--- config.mk ---
export PLATFORM = sky130hd
export DESIGN_NAME = serial_char_assembler
export DESIGN_NICKNAME = d
export VERILOG_FILES = /design/src/rtl/scha_pkg.sv /design/src/rtl/scha_line_sync.sv /design/src/rtl/scha_frame_ctl.sv /design/src/rtl/scha_byte_pack.sv /design/src/rtl/serial_char_assembler.sv
export SDC_FILE = /design/constraint.sdc
export NUM_CORES = 1
export LEC_CHECK = 0
export CAP_MARGIN = 15
export CORE_MARGIN = 2
export CORE_UTILIZATION = 45
export DETAILED_ROUTE_END_ITERATION = 8
export GPL_TIMING_DRIVEN = 0
export PLACE_DENSITY_LB_ADDON = 0.25
export SLEW_MARGIN = 20
export SYNTH_ARGS = -nofsm -noshare
export SYNTH_HDL_FRONTEND = slang
export SYNTH_SLANG_ARGS = --single-unit
--- constraint.sdc ---
create_clock -name clk -period 5.3 [get_ports clk]
set_input_delay 1.59 -clock clk [delete_from_list [all_inputs] [get_ports clk]]
set_output_delay 1.59 -clock clk [all_outputs]
set_load 0.02 [all_outputs]
--- src/rtl/scha_pkg.sv ---
package scha_pkg;
  typedef enum logic [1:0] {
    ST_IDLE  = 2'd0,
    ST_START = 2'd1,
    ST_BITS  = 2'd2,
    ST_STOP  = 2'd3
  } scha_state_e;

  // number of data bits for a 2-bit length code (0..3 -> 5..8)
  function automatic logic [3:0] char_bits(input logic [1:0] code);
    return 4'd5 + {2'b00, code};
  endfunction
endpackage

--- src/rtl/scha_line_sync.sv ---
module scha_line_sync #(
  parameter int STAGES = 2
) (
  input  logic clk,
  input  logic rst,
  input  logic tick,
  input  logic rxd,
  output logic line,
  output logic fall
);
  logic [STAGES-1:0] sr;
  logic              prev;

  generate
    if (STAGES == 1) begin : g_one
      always_ff @(posedge clk) begin
        if (rst) sr <= '1;
        else     sr <= rxd;
      end
    end else begin : g_many
      always_ff @(posedge clk) begin
        if (rst) sr <= '1;
        else     sr <= {sr[STAGES-2:0], rxd};
      end
    end
  endgenerate

  assign line = sr[STAGES-1];

  // line value seen on the previous tick
  always_ff @(posedge clk) begin
    if (rst)       prev <= 1'b1;
    else if (tick) prev <= line;
  end

  assign fall = tick & prev & ~line;
endmodule

--- src/rtl/scha_frame_ctl.sv ---
module scha_frame_ctl
  import scha_pkg::*;
#(
  parameter int OSR    = 16,
  parameter int DATA_W = 8
) (
  input  logic              clk,
  input  logic              rst,
  input  logic              tick,
  input  logic              line,
  input  logic              fall,
  input  logic [1:0]        cfg_len,
  input  logic              cfg_par_en,
  input  logic              cfg_par_even,
  output logic              done,
  output logic [DATA_W:0]   shreg,
  output logic [3:0]        total,
  output logic              frame_err,
  output logic              par_err,
  output logic [1:0]        len_q,
  output logic              pen_q
);
  localparam int CNT_W = $clog2(OSR);
  localparam int HALF  = OSR / 2;

  scha_state_e      state;
  logic [CNT_W-1:0] cnt;
  logic [3:0]       bit_idx;
  logic             even_q;
  logic             acc;

  assign total = char_bits(len_q) + {3'b000, pen_q};

  always_ff @(posedge clk) begin
    if (rst) begin
      state     <= ST_IDLE;
      cnt       <= '0;
      bit_idx   <= '0;
      shreg     <= '0;
      acc       <= 1'b0;
      len_q     <= '0;
      pen_q     <= 1'b0;
      even_q    <= 1'b0;
      done      <= 1'b0;
      frame_err <= 1'b0;
      par_err   <= 1'b0;
    end else begin
      done <= 1'b0;
      unique case (state)
        ST_IDLE: begin
          if (fall) begin
            state  <= ST_START;
            cnt    <= '0;
            len_q  <= cfg_len;
            pen_q  <= cfg_par_en;
            even_q <= cfg_par_even;
          end
        end
        ST_START: begin
          if (tick) begin
            if (cnt == CNT_W'(HALF - 1)) begin
              cnt <= '0;
              if (!line) begin
                state   <= ST_BITS;
                bit_idx <= '0;
                shreg   <= '0;
                acc     <= 1'b0;
              end else begin
                state <= ST_IDLE;
              end
            end else begin
              cnt <= cnt + 1'b1;
            end
          end
        end
        ST_BITS: begin
          if (tick) begin
            if (cnt == CNT_W'(OSR - 1)) begin
              cnt     <= '0;
              shreg   <= {line, shreg[DATA_W:1]};
              acc     <= acc ^ line;
              bit_idx <= bit_idx + 4'd1;
              if (bit_idx == total - 4'd1) state <= ST_STOP;
            end else begin
              cnt <= cnt + 1'b1;
            end
          end
        end
        ST_STOP: begin
          if (tick) begin
            if (cnt == CNT_W'(OSR - 1)) begin
              cnt       <= '0;
              done      <= 1'b1;
              frame_err <= ~line;
              par_err   <= pen_q & (acc ^ ~even_q);
              state     <= ST_IDLE;
            end else begin
              cnt <= cnt + 1'b1;
            end
          end
        end
        default: state <= ST_IDLE;
      endcase
    end
  end
endmodule

--- src/rtl/scha_byte_pack.sv ---
module scha_byte_pack #(
  parameter int DATA_W = 8
) (
  input  logic              clk,
  input  logic              rst,
  input  logic              done,
  input  logic [DATA_W:0]   shreg,
  input  logic [3:0]        total,
  input  logic              frame_err,
  input  logic              par_err,
  output logic [DATA_W-1:0] wr_data,
  output logic              wr_en,
  output logic              wr_frame_err,
  output logic              wr_par_err
);
  localparam int SH_W = DATA_W + 1;

  logic [DATA_W:0]   aligned;
  logic [3:0]        kept;
  logic [DATA_W-1:0] mask;
  logic [DATA_W-1:0] packed_byte;

  always_comb begin
    aligned     = shreg >> (4'(SH_W) - total);
    kept        = (total > 4'(DATA_W)) ? 4'(DATA_W) : total;
    mask        = ~({DATA_W{1'b1}} << kept);
    packed_byte = (aligned[DATA_W-1:0] & mask) | ~mask;
  end

  always_ff @(posedge clk) begin
    if (rst) begin
      wr_data      <= '0;
      wr_en        <= 1'b0;
      wr_frame_err <= 1'b0;
      wr_par_err   <= 1'b0;
    end else begin
      wr_en        <= done;
      wr_frame_err <= done & frame_err;
      wr_par_err   <= done & par_err;
      if (done) wr_data <= packed_byte;
    end
  end
endmodule

--- src/rtl/serial_char_assembler.sv ---
module serial_char_assembler #(
  parameter int OSR         = 16,
  parameter int DATA_W      = 8,
  parameter int SYNC_STAGES = 2
) (
  input  logic              clk,
  input  logic              rst,
  input  logic              tick,
  input  logic              rxd,
  input  logic [1:0]        cfg_len,
  input  logic              cfg_par_en,
  input  logic              cfg_par_even,
  output logic [DATA_W-1:0] wr_data,
  output logic              wr_en,
  output logic              wr_frame_err,
  output logic              wr_par_err
);
  logic            line;
  logic            fall;
  logic            done;
  logic [DATA_W:0] shreg;
  logic [3:0]      total;
  logic            frame_err;
  logic            par_err;
  logic [1:0]      len_q;
  logic            pen_q;

  scha_line_sync #(.STAGES(SYNC_STAGES)) u_sync (
    .clk  (clk),
    .rst  (rst),
    .tick (tick),
    .rxd  (rxd),
    .line (line),
    .fall (fall)
  );

  scha_frame_ctl #(.OSR(OSR), .DATA_W(DATA_W)) u_ctl (
    .clk          (clk),
    .rst          (rst),
    .tick         (tick),
    .line         (line),
    .fall         (fall),
    .cfg_len      (cfg_len),
    .cfg_par_en   (cfg_par_en),
    .cfg_par_even (cfg_par_even),
    .done         (done),
    .shreg        (shreg),
    .total        (total),
    .frame_err    (frame_err),
    .par_err      (par_err),
    .len_q        (len_q),
    .pen_q        (pen_q)
  );

  scha_byte_pack #(.DATA_W(DATA_W)) u_pack (
    .clk          (clk),
    .rst          (rst),
    .done         (done),
    .shreg        (shreg),
    .total        (total),
    .frame_err    (frame_err),
    .par_err      (par_err),
    .wr_data      (wr_data),
    .wr_en        (wr_en),
    .wr_frame_err (wr_frame_err),
    .wr_par_err   (wr_par_err)
  );
endmodule

==> impl_metrics.ini, run 1 <==
[floorplanning]
design.core.area_mm2 = 0.00441
die_area_mm2 = 0.00523
fp.dieW_um = 72.3
num_rows = 24
start_util = 0.476
fp.dieH_um = 72.3
pin_count = 19

[outcome]
status = completed

[timing]
tightest_slew_ns = 0.571
final_max_slew_viol_count = 0
finalSetupViolCount = 0
hold_viol = 0
fmax_mhz = 338
fin_skew_ns = 0.00454
slew-limit-headroom = 0.619
hold_ws_ns = 0.413
period_needed_ns = 2.96
rsz0062_at_grt = no
post-route-period-util = 0.558
fin_tns_setup_ns = 0

[detailed_routing]
via_per_inst = 5.45
ant_nets = 0
wire_per_inst_um = 13.8
wl_mm = 4.25
vias = 1679
drc = 0
drt-initial-drc-count = 97
dr.pass1.iters = 4

[clock_tree]
cts_buffers = 5
insertion_delay_ns = 0.30
cts_setup_buffers = 0
cts.sinks = 41
ctsHoldBuffers = 0
cts_resized = 0
htree_levels = 2
cts-root-buf = clkbuf_8
clk_path_buf_depth = 2
cts_tree = yes
clk_pin_slew_worst_paths_ns = 0.08

[yosys]
synth_top_family_by_area = simple AND/OR/NAND/NOR gates
synth_nets = 248
synth_top_area_share = 0.391
yosysUniqueCellTypes = 47
ys.flop_type = dfxtp_1
synth_compound_area_frac = 0.160
netlist_instances = 231
async_reset_ff_frac = 0
synth_warnings = 0
yosys.area_share.simple = 0.200
synth_mux_area_frac = 0.105
synthTopCellsByArea = dfxtp_1 (39%), mux2i_1 (6.2%), nor2_1 (5.7%), a22oi_1 (5.0%), ha_1 (4.8%)
synth_seq_cells = 41
synth_top_cell_by_area = dfxtp_1
synth_edf_count = 0
synth_fa_ha_area_frac = 0.0572
synthXorXnorAreaFrac = 0.0292
yosysSeqAreaShare = 0.391
syn_area_per_cell_um2 = 9.09
syn_area_mm2 = 0.00210

[place]
portBuffers = 17
place_hpwl_mm = 3.11
gp_congestion = 0.806

[worst_setup_path]
cp_slowest_cell = clkdlybuf4s50_1
startpoint = tick
worstSetupStartpointType = input port
worstPathMaxFanout = 10
worstPathRequired_ns = 5.47
cpPeakStageDelay_ns = 0.49
crit_type = input port to flip-flop
cp.arrival_ns = 3.12
rr_startpoint = u_ctl.pen_q
cp_cell_sequence = clkdlybuf4s50_1, clkbuf_1, nand4_1, or2_2, nand2_1, a21oi_1
endpoint_kind = flip-flop

[min_path]
min_path_type = flip-flop to flip-flop
min_from = u_sync.sr[0]

[cells_and_area]
mostFrequentLayoutCells = dfxtp_1 (41), nor2_1 (32), nand2_1 (18)
layout_commonest_cell = dfxtp_1
diodes = 0
fill_cells = 429
drive_gt1_frac = 0.113
final_net_count = 272
syn_to_final_growth_pct = 15.8

[power]
p_per_area_mw_per_mm2 = 231
peakVddDrop_mv = 0.120
finalPower_mw = 0.562
p_leak_nw = 0.958

[grt]
grt_overflow_total = 0
antenna_found_initial = 0
grt_util_all_layers = 0.180
grt_pass1_vias = 1531
grt_pass1_wl_mm = 7.25
grt_max_degree = 14

[job]
maxCapViolations = 0
power breakdown:
part	internal (mW)	switching, mW	leakage, nW
sequential	0.310	0.00209	0.331
combinational	0.0156	0.0194	0.575
clock	0.105	0.110	0.0512
total	0.431	0.131	0.958
worst max-delay path, delay by kind of cell:
| family | cells | cell delay [ns] |
|---|---|---|
| AO/OA/AOI/OAI | 1 | 0.05 |
| buffers and inverters | 2 | 0.85 |
| AND/OR/NAND/NOR | 3 | 0.62 |
Yosys cell counts (2+ instances only):
cell type  instances
o21ai_0            5
clkbuf_1           8
a21oi_1            8
nand2_1           18
nand3b_1           2
a211oi_1           2
a311oi_1           2
nor3_1             2
o211ai_1           2
xor2_1             3
and2_1             5
ha_1               8
buf_2              8
or2_2              4
nand4_1            3
nor2_1            32
a21o_1             3
and3b_1            2
xnor2_1            4
inv_1              8
a22oi_1           14
nand3_1            4
nand4b_1           2
mux2i_1           13
dfxtp_1           41
mux4_2             4
and3_1             2
nor2b_1            3
sequential cells by signal, indices dropped and copies added (netlist names), named ones only:
name                 count
u_ctl.pen_q              1
u_ctl.even_q             1
u_pack.wr_data           8
u_ctl.bit_idx            4
u_ctl.frame_err          1
u_ctl.cnt                4
u_sync.sr                2
u_ctl.par_err            1
u_ctl.len_q              2
u_ctl.done               1
u_ctl.acc                1
u_ctl.state              1
u_sync.prev              1
u_ctl.shreg              9
u_pack.wr_frame_err      1
u_pack.wr_par_err        1
u_pack.wr_en             1
cell type report:
type / count / area [µm²] / area share
Buffer: 19 / 93.8 / 0.0386
Clock buffer: 6 / 82.6 / 0.0340
Clock inverter: 2 / 13.8 / 0.00566
Inverter: 8 / 30.0 / 0.0123
Multi-Input combinational cell: 163 / 1160 / 0.475
Sequential cell: 41 / 821 / 0.337
Tap cell: 52 / 65.1 / 0.0267
Timing Repair Buffer: 17 / 170 / 0.0700
worst paths after layout:
check / end / slack (ns) / depth (start not counted)
setup / recovery: u_ctl.par_err / 2.34 / 6
hold / removal: u_sync.sr[1] / 0.41 / 1
setup reg to reg: u_ctl.state[0] / 2.86 / 11
hold reg to reg: u_sync.sr[1] / 0.41 / 1
metal layers:
layer / up-vias / routed length [µm] / share of wire / global-route usage
met5: - / 0 / 0 / 0
met4: 0 / 73 / 0.017 / 0.0692
met3: 7 / 207 / 0.049 / 0.0514
met2: 27 / 1890 / 0.44 / 0.266
met1: 782 / 2080 / 0.49 / 0.248
li1: 863 / - / - / -
cells by family after synthesis:
logic type | Yosys count
flip-flops | 41
adder cells (fa/ha/maj) | 9
AND/OR/NAND/NOR | 83
XOR/XNOR | 7
AO/OA/AOI/OAI | 47
buffers and inverters | 27
multiplexers | 17
metrics by stage:
| stage | std cells | worst slack [ns] | cell area, µm² | util |
|---|---|---|---|---|
| CTS | 308 | 2.36 | 2430 | 0.551 |
| floorplan | 231 | 2.72 | 2100 | - |
| global placement | 300 | 2.04 | 2340 | 0.529 |
| detailed placement | 300 | 2.04 | 2340 | 0.529 |
| global route | 308 | 2.23 | 2430 | 0.551 |
| finish | 308 | 2.34 | 2430 | 0.551 |
No activity file was read; power rests on OpenSTA's default activity.
==> inputs of run 2 (changes only) <==
- clock period: 5.3 -> 2.7 ns (I/O delays scaled with it)
==> results of run 2 <==
The final DEF is identical to that of run 1. Status: completed.
Among the figures that moved: setup slack after placement 2.04 ns -> 0.221 ns; setup slack after layout 2.34 ns -> 0.261 ns; start point of the critical path tick -> u_ctl.pen_q; end point of the critical path u_ctl.par_err -> u_ctl.state[0]; register-to-register setup slack 2.86 ns -> 0.26 ns; total power 0.562 mW -> 1.10 mW; worst IR drop on VDD 0.120 mV -> 0.236 mV
